$ cat src/rtl/msr_pkg.sv
package msr_pkg;
    localparam int DATA_W  = 32;
    localparam int B_CACHE = 14;
    localparam int B_PHASE = 13;
    localparam int B_FPE   = 12;
    localparam int B_DIVZ  = 11;
    localparam int B_BUSE  = 10;
    localparam int B_TRAP  = 9;
    localparam int B_ILL   = 8;
    localparam int B_BRK   = 7;
    localparam int B_GIE   = 5;
    localparam int B_SLEEP = 4;
    localparam int RSV_LO  = 15;
    localparam int RSV_HI  = 22;

    function automatic logic [DATA_W-1:0] mk_mask();
        logic [DATA_W-1:0] m;
        m = '0;
        for (int i = 0; i < DATA_W; i++) begin
            if (i <= B_FPE || (i >= RSV_LO && i <= RSV_HI)) m[i] = 1'b1;
        end
        return m;
    endfunction

    localparam logic [DATA_W-1:0] WR_MASK = mk_mask();

    typedef struct packed {
        logic [DATA_W-1:0] sup;
        logic [DATA_W-1:0] usr;
        logic              halt;
        logic              clr;
    } msr_state_t;

    typedef struct packed {
        logic              sup_en;
        logic              usr_en;
        logic              dbg_sup;
        logic [DATA_W-1:0] data;
    } wr_req_t;

    function automatic logic [DATA_W-1:0] view(input logic [DATA_W-1:0] r, input logic ph);
        logic [DATA_W-1:0] v;
        v = r & WR_MASK;
        v[B_PHASE] = ph;
        return v;
    endfunction
endpackage

$ cat src/rtl/msr_wr_port.sv
module msr_wr_port
    import msr_pkg::*;
(
    input  logic              sw_en,
    input  logic              sw_sel,
    input  logic [DATA_W-1:0] sw_data,
    input  logic              dbg_en,
    input  logic              dbg_sel,
    input  logic [DATA_W-1:0] dbg_data,
    input  logic              in_user,
    input  logic              halted,
    output wr_req_t           req
);
    always_comb begin
        req = '0;
        if (dbg_en) begin
            req.sup_en  = !dbg_sel;
            req.usr_en  = dbg_sel;
            req.dbg_sup = !dbg_sel;
            req.data    = dbg_data;
        end else if (sw_en && !in_user && !halted) begin
            req.sup_en = !sw_sel;
            req.usr_en = sw_sel;
            req.data   = sw_data;
        end
    end
endmodule

$ cat src/rtl/msr_evt_route.sv
module msr_evt_route
    import msr_pkg::*;
(
    input  logic              in_user,
    input  logic              halted,
    input  logic              brk_en,
    input  logic              ev_break,
    input  logic              ev_bus_err,
    input  logic              ev_div_zero,
    input  logic              ev_fp_err,
    input  logic              ev_trap,
    input  logic              ev_illegal,
    input  logic              ev_irq,
    output logic [DATA_W-1:0] usr_set,
    output logic [DATA_W-1:0] sup_set,
    output logic              to_super,
    output logic              halt_set
);
    logic [DATA_W-1:0] fault_bits;

    always_comb begin
        fault_bits          = '0;
        fault_bits[B_BUSE]  = ev_bus_err;
        fault_bits[B_DIVZ]  = ev_div_zero;
        fault_bits[B_FPE]   = ev_fp_err;
        fault_bits[B_ILL]   = ev_illegal;
        usr_set  = '0;
        sup_set  = '0;
        to_super = 1'b0;
        halt_set = 1'b0;
        if (!halted) begin
            if (in_user) begin
                usr_set         = fault_bits;
                usr_set[B_TRAP] = ev_trap;
                usr_set[B_BRK]  = ev_break && !brk_en;
                halt_set        = ev_break && brk_en;
                to_super        = (|fault_bits) || ev_trap || ev_irq || (ev_break && !brk_en);
            end else begin
                sup_set  = fault_bits;
                halt_set = (|fault_bits) || ev_break;
            end
        end
    end
endmodule

$ cat src/rtl/msr_status_top.sv
module msr_status_top
    import msr_pkg::*;
(
    input  logic              clk,
    input  logic              rst_n,
    input  logic              phase_in,
    input  logic              ev_break,
    input  logic              ev_bus_err,
    input  logic              ev_div_zero,
    input  logic              ev_fp_err,
    input  logic              ev_trap,
    input  logic              ev_illegal,
    input  logic              ev_irq,
    input  logic              sw_wr_en,
    input  logic              sw_wr_sel,
    input  logic [DATA_W-1:0] sw_wr_data,
    input  logic              dbg_wr_en,
    input  logic              dbg_wr_sel,
    input  logic [DATA_W-1:0] dbg_wr_data,
    output logic              user_mode,
    output logic              halt_req,
    output logic              sleeping,
    output logic              icache_clr,
    output logic [DATA_W-1:0] sup_status,
    output logic [DATA_W-1:0] usr_status
);
    msr_state_t        st_d, st_q;
    wr_req_t           req;
    logic [DATA_W-1:0] usr_set, sup_set;
    logic              to_super, halt_set;

    msr_wr_port i_wr (
        .sw_en   (sw_wr_en),
        .sw_sel  (sw_wr_sel),
        .sw_data (sw_wr_data),
        .dbg_en  (dbg_wr_en),
        .dbg_sel (dbg_wr_sel),
        .dbg_data(dbg_wr_data),
        .in_user (st_q.sup[B_GIE]),
        .halted  (st_q.halt),
        .req     (req)
    );

    msr_evt_route i_evt (
        .in_user    (st_q.sup[B_GIE]),
        .halted     (st_q.halt),
        .brk_en     (st_q.sup[B_BRK]),
        .ev_break   (ev_break),
        .ev_bus_err (ev_bus_err),
        .ev_div_zero(ev_div_zero),
        .ev_fp_err  (ev_fp_err),
        .ev_trap    (ev_trap),
        .ev_illegal (ev_illegal),
        .ev_irq     (ev_irq),
        .usr_set    (usr_set),
        .sup_set    (sup_set),
        .to_super   (to_super),
        .halt_set   (halt_set)
    );

    always_comb begin
        st_d     = st_q;
        st_d.clr = 1'b0;
        if (req.sup_en) st_d.sup = (st_q.sup & ~WR_MASK) | (req.data & WR_MASK);
        if (req.usr_en) st_d.usr = (st_q.usr & ~WR_MASK) | (req.data & WR_MASK);
        if (req.sup_en || req.usr_en) st_d.clr = req.data[B_CACHE];
        if (req.dbg_sup) st_d.halt = 1'b0;
        // return to user mode wipes the user cause flags
        if (!st_q.sup[B_GIE] && st_d.sup[B_GIE]) st_d.usr[B_FPE:B_BRK] = '0;
        // event sets are applied last so they win over writes
        st_d.usr = st_d.usr | usr_set;
        st_d.sup = st_d.sup | sup_set;
        if (to_super) begin
            st_d.sup[B_GIE]   = 1'b0;
            st_d.sup[B_SLEEP] = 1'b0;
        end
        if (halt_set) st_d.halt = 1'b1;
    end

    always_ff @(posedge clk) begin
        if (!rst_n) st_q <= '0;
        else        st_q <= st_d;
    end

    assign user_mode  = st_q.sup[B_GIE];
    assign halt_req   = st_q.halt;
    assign sleeping   = st_q.sup[B_GIE] && st_q.sup[B_SLEEP];
    assign icache_clr = st_q.clr;
    assign sup_status = view(st_q.sup, phase_in);
    assign usr_status = view(st_q.usr, phase_in);
endmodule

$ cat config.mk
export PLATFORM = sky130hd
export DESIGN_NAME = msr_status_top
export DESIGN_NICKNAME = d
export VERILOG_FILES = /design/src/rtl/msr_pkg.sv /design/src/rtl/msr_wr_port.sv /design/src/rtl/msr_evt_route.sv /design/src/rtl/msr_status_top.sv
export SDC_FILE = /design/constraint.sdc
export NUM_CORES = 1
export LEC_CHECK = 0
export ABC_AREA = 1
export BUFFER_PORTS_ARGS = -buffer_cell sky130_fd_sc_hd__buf_2
export CORE_MARGIN = 5
export CORE_UTILIZATION = 39
export CTS_CLUSTER_DIAMETER = 100
export DETAILED_ROUTE_END_ITERATION = 8
export GPL_TIMING_DRIVEN = 0
export PLACE_DENSITY_LB_ADDON = 0.08
export SKIP_CTS_REPAIR_TIMING = 1
export SYNTH_ARGS = -nofsm -noshare
export SYNTH_HDL_FRONTEND = slang
export SYNTH_SLANG_ARGS = --single-unit
$ cat constraint.sdc
create_clock -name clk -period 1.37 [get_ports clk]
set_input_delay 0.274 -clock clk [delete_from_list [all_inputs] [get_ports clk]]
set_output_delay 0.274 -clock clk [all_outputs]
set_load 0.01 [all_outputs]
; Yosys cells after proc, flatten, opt, wreduce, memory -nomap -nowiden
; Cells that the tools add are included.
[totals]
regBits = 66
output_inout_bits = 68
[op_classes]
muxes = 18
n_bitwise = 5
reduce_logical = 20
[op_table]
columns = op, count
row1 = 2-to-1 mux 32 bit, 4
row2 = bitwise OR 32 x 23 -> 32 bit, 2
row3 = bitwise OR 32 bit, 2
row4 = 2-to-1 mux 23 bit, 2
row5 = 2-to-1 mux 13 bit, 2
row6 = 2-to-1 mux 1 bit, 7
row7 = logical AND 1 bit, 6
row8 = 2-to-1 mux 6 bit, 1
row9 = zero test 1 bit, 5
row10 = logical OR 1 bit, 5
row11 = 2-to-1 mux 2 bit, 2
row12 = OR reduction 4 bit, 1
row13 = AND reduction 2 bit, 1
row14 = nonzero test 2 bit, 1
row15 = OR reduction 2 bit, 1
row16 = NOT 1 bit, 1

; Depth between registers and ports, before layout
[logic_depth]
depth_word = 10
depth_mapped = 9
ltp_nobuf = 9

; Cells and area by module
; Synthesis repeated with hierarchy kept, for this count alone.
[unflattened]
cells_unflattened = 513
hier_area_um2 = 3131.8
[by_module_without_submodules]
columns = mod, instances, cells_per_inst, area_each_um2
row1 = msr_status_top, 1, 306, 2028.2
row2 = msr_wr_port, 1, 120, 569.3
row3 = msr_evt_route, 1, 87, 534.3

; Worst setup path before layout
; Ideal clock, no wire load.
[synth_path]
kind = reg-to-reg
from = reg st_q, in the netlist halt_req
to = reg st_q, in the netlist usr_status[10]
setup_ps = 132
arrival_ps = 1152
path_slack_ps = 86
stages_incl_launch_ff = 8
period_less_slack_ps = 1284
cell_sequence = dfxtp_1 nor2_2 buf_4 nand3_1 nand2_1 nand3_1 nand2_1 a21oi_1
[synth_via]
elab_chain_cells = 9
word_cells_on_any_way = 14
[synth_lines]
columns = item, line
row1 = from (decl), msr_status_top.sv:27  ; msr_state_t st_d, st_q;
row2 = from (signal assigned), msr_status_top.sv:82  ; else st_q <= st_d;
row3 = zero test 1 bit, msr_wr_port.sv:21  ; end else if (sw_en && !in_user && !halted) begin
row4 = logical AND 1 bit, msr_wr_port.sv:21
row5 = 2-to-1 mux 23 bit, msr_wr_port.sv:21
row6 = 2-to-1 mux 23 bit, msr_wr_port.sv:16  ; if (dbg_en) begin
row7 = bitwise OR 32 x 23 -> 32 bit, msr_status_top.sv:64  ; if (req.sup_en) st_d.sup = (st_q.sup & ~WR_MASK) | (req.data & WR_MASK);
row8 = 2-to-1 mux 32 bit, msr_status_top.sv:64
row9 = logical AND 1 bit, msr_status_top.sv:69  ; if (!st_q.sup[B_GIE] && st_d.sup[B_GIE]) st_d.usr[B_FPE:B_BRK] = '0;
row10 = 2-to-1 mux 6 bit, msr_status_top.sv:69
row11 = bitwise OR 32 bit *, msr_status_top.sv:71  ; st_d.usr = st_d.usr | usr_set;
; Mark *: on every way between the ends. The rest lies on a longest branch, timed or not.
; A chain may end at the register's enable or synchronous reset.

; Worst setup path in the final report
[layout_path]
from = reg st_q, in the netlist sup_status[5]
to = reg st_q, in the netlist usr_status[15]
[layout_via]
elab_chain_cells = 8
word_cells_on_any_way = 10
[layout_lines]
columns = item, line
row1 = zero test 1 bit *, msr_wr_port.sv:21
row2 = logical AND 1 bit * (2 in a row), msr_wr_port.sv:21
row3 = 2-to-1 mux 23 bit, msr_wr_port.sv:21
row4 = 2-to-1 mux 23 bit, msr_wr_port.sv:16
row5 = bitwise OR 32 x 23 -> 32 bit, msr_status_top.sv:65  ; if (req.usr_en) st_d.usr = (st_q.usr & ~WR_MASK) | (req.data & WR_MASK);
row6 = 2-to-1 mux 32 bit *, msr_status_top.sv:65
row7 = bitwise OR 32 bit *, msr_status_top.sv:71
; Marks and branches as above.

==> flow_summary.yaml <==
sta:
  setup_ws_ns: 0.0362
  setup_viol: 0
  slew_headroom_pct: 65.0
  max_freq_ghz: 0.750
  tns_ns: 0
  layout_min_cycle_time_ns: 1.33
  fin_crit_sh_pct: 97.4
  maxSlewViolCount: 0
  fin_skew_ns: 0.0122
  worst_pin_slew_ns: 0.524
  rsz0062_at_grt: "yes"
  hold_violations: 0
grt:
  track_usage_pct: 19.6
  grt_pass1_wl_um: 11400
  grt_max_degree: 15
  grt_pass1_vias: 2400
  grt_antenna_before_repair: 0
  gr-total-overflow: 0
cells_and_area:
  mostFrequentLayoutCells: "108 x buf_2, 82 x nand2_1, 50 x a21oi_1"
  final_cell_area_um2: 3180
  antenna_cells: 0
  final_nets: 540
  layout.cells.most_common: "buf_2"
  fillCellCount: 564
  drive_gt1_share_pct: 37.6
  area_delta_synth_final_pct: 43.9
routing:
  avgRoutedWirePerCell_um: 13.6
  drtPass1Iterations: 4
  ant_nets: 0
  via_count: 2496
  wirelength_um: 7270
  drc: 0
  initialDrtViolationCount: 123
  vias_per_cell: 4.67
worst_setup_path:
  crit_chain: "nor2_4, nand2_4, a21oi_4, buf_6, buf_4, a21oi_1"
  r2r-start: "sup_status[5]"
  crit_path_start_kind: "register"
  critical_path_class: "register to register"
  reg2reg_slack_ns: 0.04
  end_kind: "register"
  cp_top_family: "flip-flops"
  reg2reg_depth: 6
  crit_arrival_ns: 1.52
  worstPathMaxFanout: 10
  worst_path_max_delay_cell: "dfxtp_4"
  crit_buf_inv: 2
  worstReg2RegEnd: "usr_status[15]"
  critical_path_required_ns: 1.55
  slowest_delay_ns: 0.36
yosys:
  ys_seq_area_share_pct: 39.9
  synth_flop_cell: "dfxtp_1"
  yosys-top-cells-area: "dfxtp_1 40%, nand2_1 14%, a21oi_1 11%, buf_4 10%, o21ai_0 7.7%"
  synth_top_area_share_pct: 39.9
  synth_area_leader_cell: "dfxtp_1"
  synthCells: 321
  synth.distinct_cells: 21
  ys_seq_elements: 44
  yosys_warnings: 0
  async_reset_ff_share_pct: 0
  postSynthAreaPerCell_um2: 6.88
  synth_edf_count: 0
  mappedNetlistArea_um2: 2210
pwr:
  p_int_mw: 2.37
  powerDensity_nw_per_um2: 1070
  p_clk_share_pct: 31.4
  vdd_drop_max_mv: 0.538
  pwr-share-seq_pct: 42.7
  swShare_pct: 30.2
  combPwrFrac_pct: 25.9
  leakagePower_nw: 1.71
  power_switching_mw: 1.03
floorplanning:
  core_um2: 5510
  die-area_um2: 7260
  pin_count: 146
  row_count: 27
  die_y_um: 85.2
  die_width_um: 85.2
  start_util_pct: 40.1
clocking:
  cts.sinks: 44
  cts_buffers: 5
  root_buffer: "clkbuf_8"
  clk_latency_ns: 0.30
  clk_pin_slew_ns: 0.09
  cts.path.max_buffers: 2
  cts_tree: "done"
  h-tree-depth: 2
worst_hold_path:
  min_path_cells: 3
  hold_end: "usr_status[9]"
  hold_class: "primary input to register"
  min_from: "ev_trap"
placed_design:
  gp_congestion: 0.819
  place_hpwl_um: 5340
  portBuffers: 104
  dp_slack_ns: -0.157
  placed_cell_area_um2: 2890
run:
  cap_violations: 0
run_status:
  status: "completed"
[final cells by class]
cell class | instances | area, um2 | area share [%]
Clock buffer | 6 | 82.6 | 2.60
Tap cell | 72 | 90.1 | 2.84
Inverter | 19 | 76.3 | 2.40
Sequential cell | 44 | 888 | 28.0
Timing Repair Buffer | 115 | 621 | 19.5
Clock inverter | 2 | 38.8 | 1.22
Buffer | 41 | 294 | 9.26
Multi-Input combinational cell | 236 | 1080 | 34.2
[stage by stage]
| step | hold slack (ns) | total power [mW] | cells | util [%] |
|---|---|---|---|---|
| 3_5_place_dp | 0.458 | 2.28 | 516 | 52.5 |
| 3_3_place_gp | 0.460 | 2.27 | 516 | 52.5 |
| 4_1_cts | 0.223 | 3.33 | 524 | 54.7 |
| 2_1_floorplan | 0.403 | 1.95 | 340 | - |
| 6_report | 0.236 | 3.40 | 535 | 57.7 |
| 5_1_grt | 0.228 | 3.58 | 535 | 57.7 |
[Yosys cell counts, types with 2 or more instances]
cell	count
nand2_2	2
nor2_1	25
inv_2	2
a21oi_1	50
buf_4	30
a31oi_1	3
buf_2	4
clkbuf_1	5
o21ai_0	34
nand2_1	85
dfxtp_1	44
nand3_1	12
inv_1	17
[per-layer routing]
layer | vias up | GRT usage, % | part of all wire [%]
met2 | 104 | 33.9 | 50
li1 | 1273 | - | -
met4 | 0 | 5.90 | 0.91
met1 | 1113 | 23.0 | 39
met3 | 6 | 6.12 | 9.4
met5 | - | 0 | 0
[worst max path at each step]
| stage | startpoint | endpoint | slack [ns] | depth (start not counted) |
|---|---|---|---|---|
| finish | sup_status[5] | usr_status[15] | 0.04 | 6 |
| global route | sup_status[5] | usr_status[11] | -0.04 | 8 |
| CTS | halt_req | usr_status[11] | -0.16 | 7 |
| detailed placement | dbg_wr_en | usr_status[11] | -0.16 | 9 |
| global placement | halt_req | usr_status[11] | -0.13 | 7 |
| floorplan | halt_req | usr_status[10] | 0.09 | 7 |
[tightest hold or removal path, cell delays in order]
cell and delay [ns]:
buf_2 0.10, nand2_1 0.06, a21oi_1 0.06
[power by group through the flow]
stage          sequential (mW)  clock, mW  combinational (mW)
2_1_floorplan             1.53          0               0.426
3_3_place_gp              1.48          0               0.791
3_5_place_dp              1.48          0               0.797
4_1_cts                   1.45       1.08               0.800
5_1_grt                   1.47       1.14               0.974
6_report                  1.45       1.07               0.882
[cell families after synthesis]
logic type             Yosys count  synth area share (%)
flip-flops                      44                  39.9
buffers and inverters           60                  15.9
other                            1                 0.170
AND/OR/NAND/NOR                128                  23.4
AO/OA/AOI/OAI                   88                  20.6
[sequential cells by signal, indices dropped and copies added, names as in the netlist]
signal	flops
icache_clr	1
usr_status	21
sup_status	21
halt_req	1
Note: power is estimated with default switching activity, not from simulation.
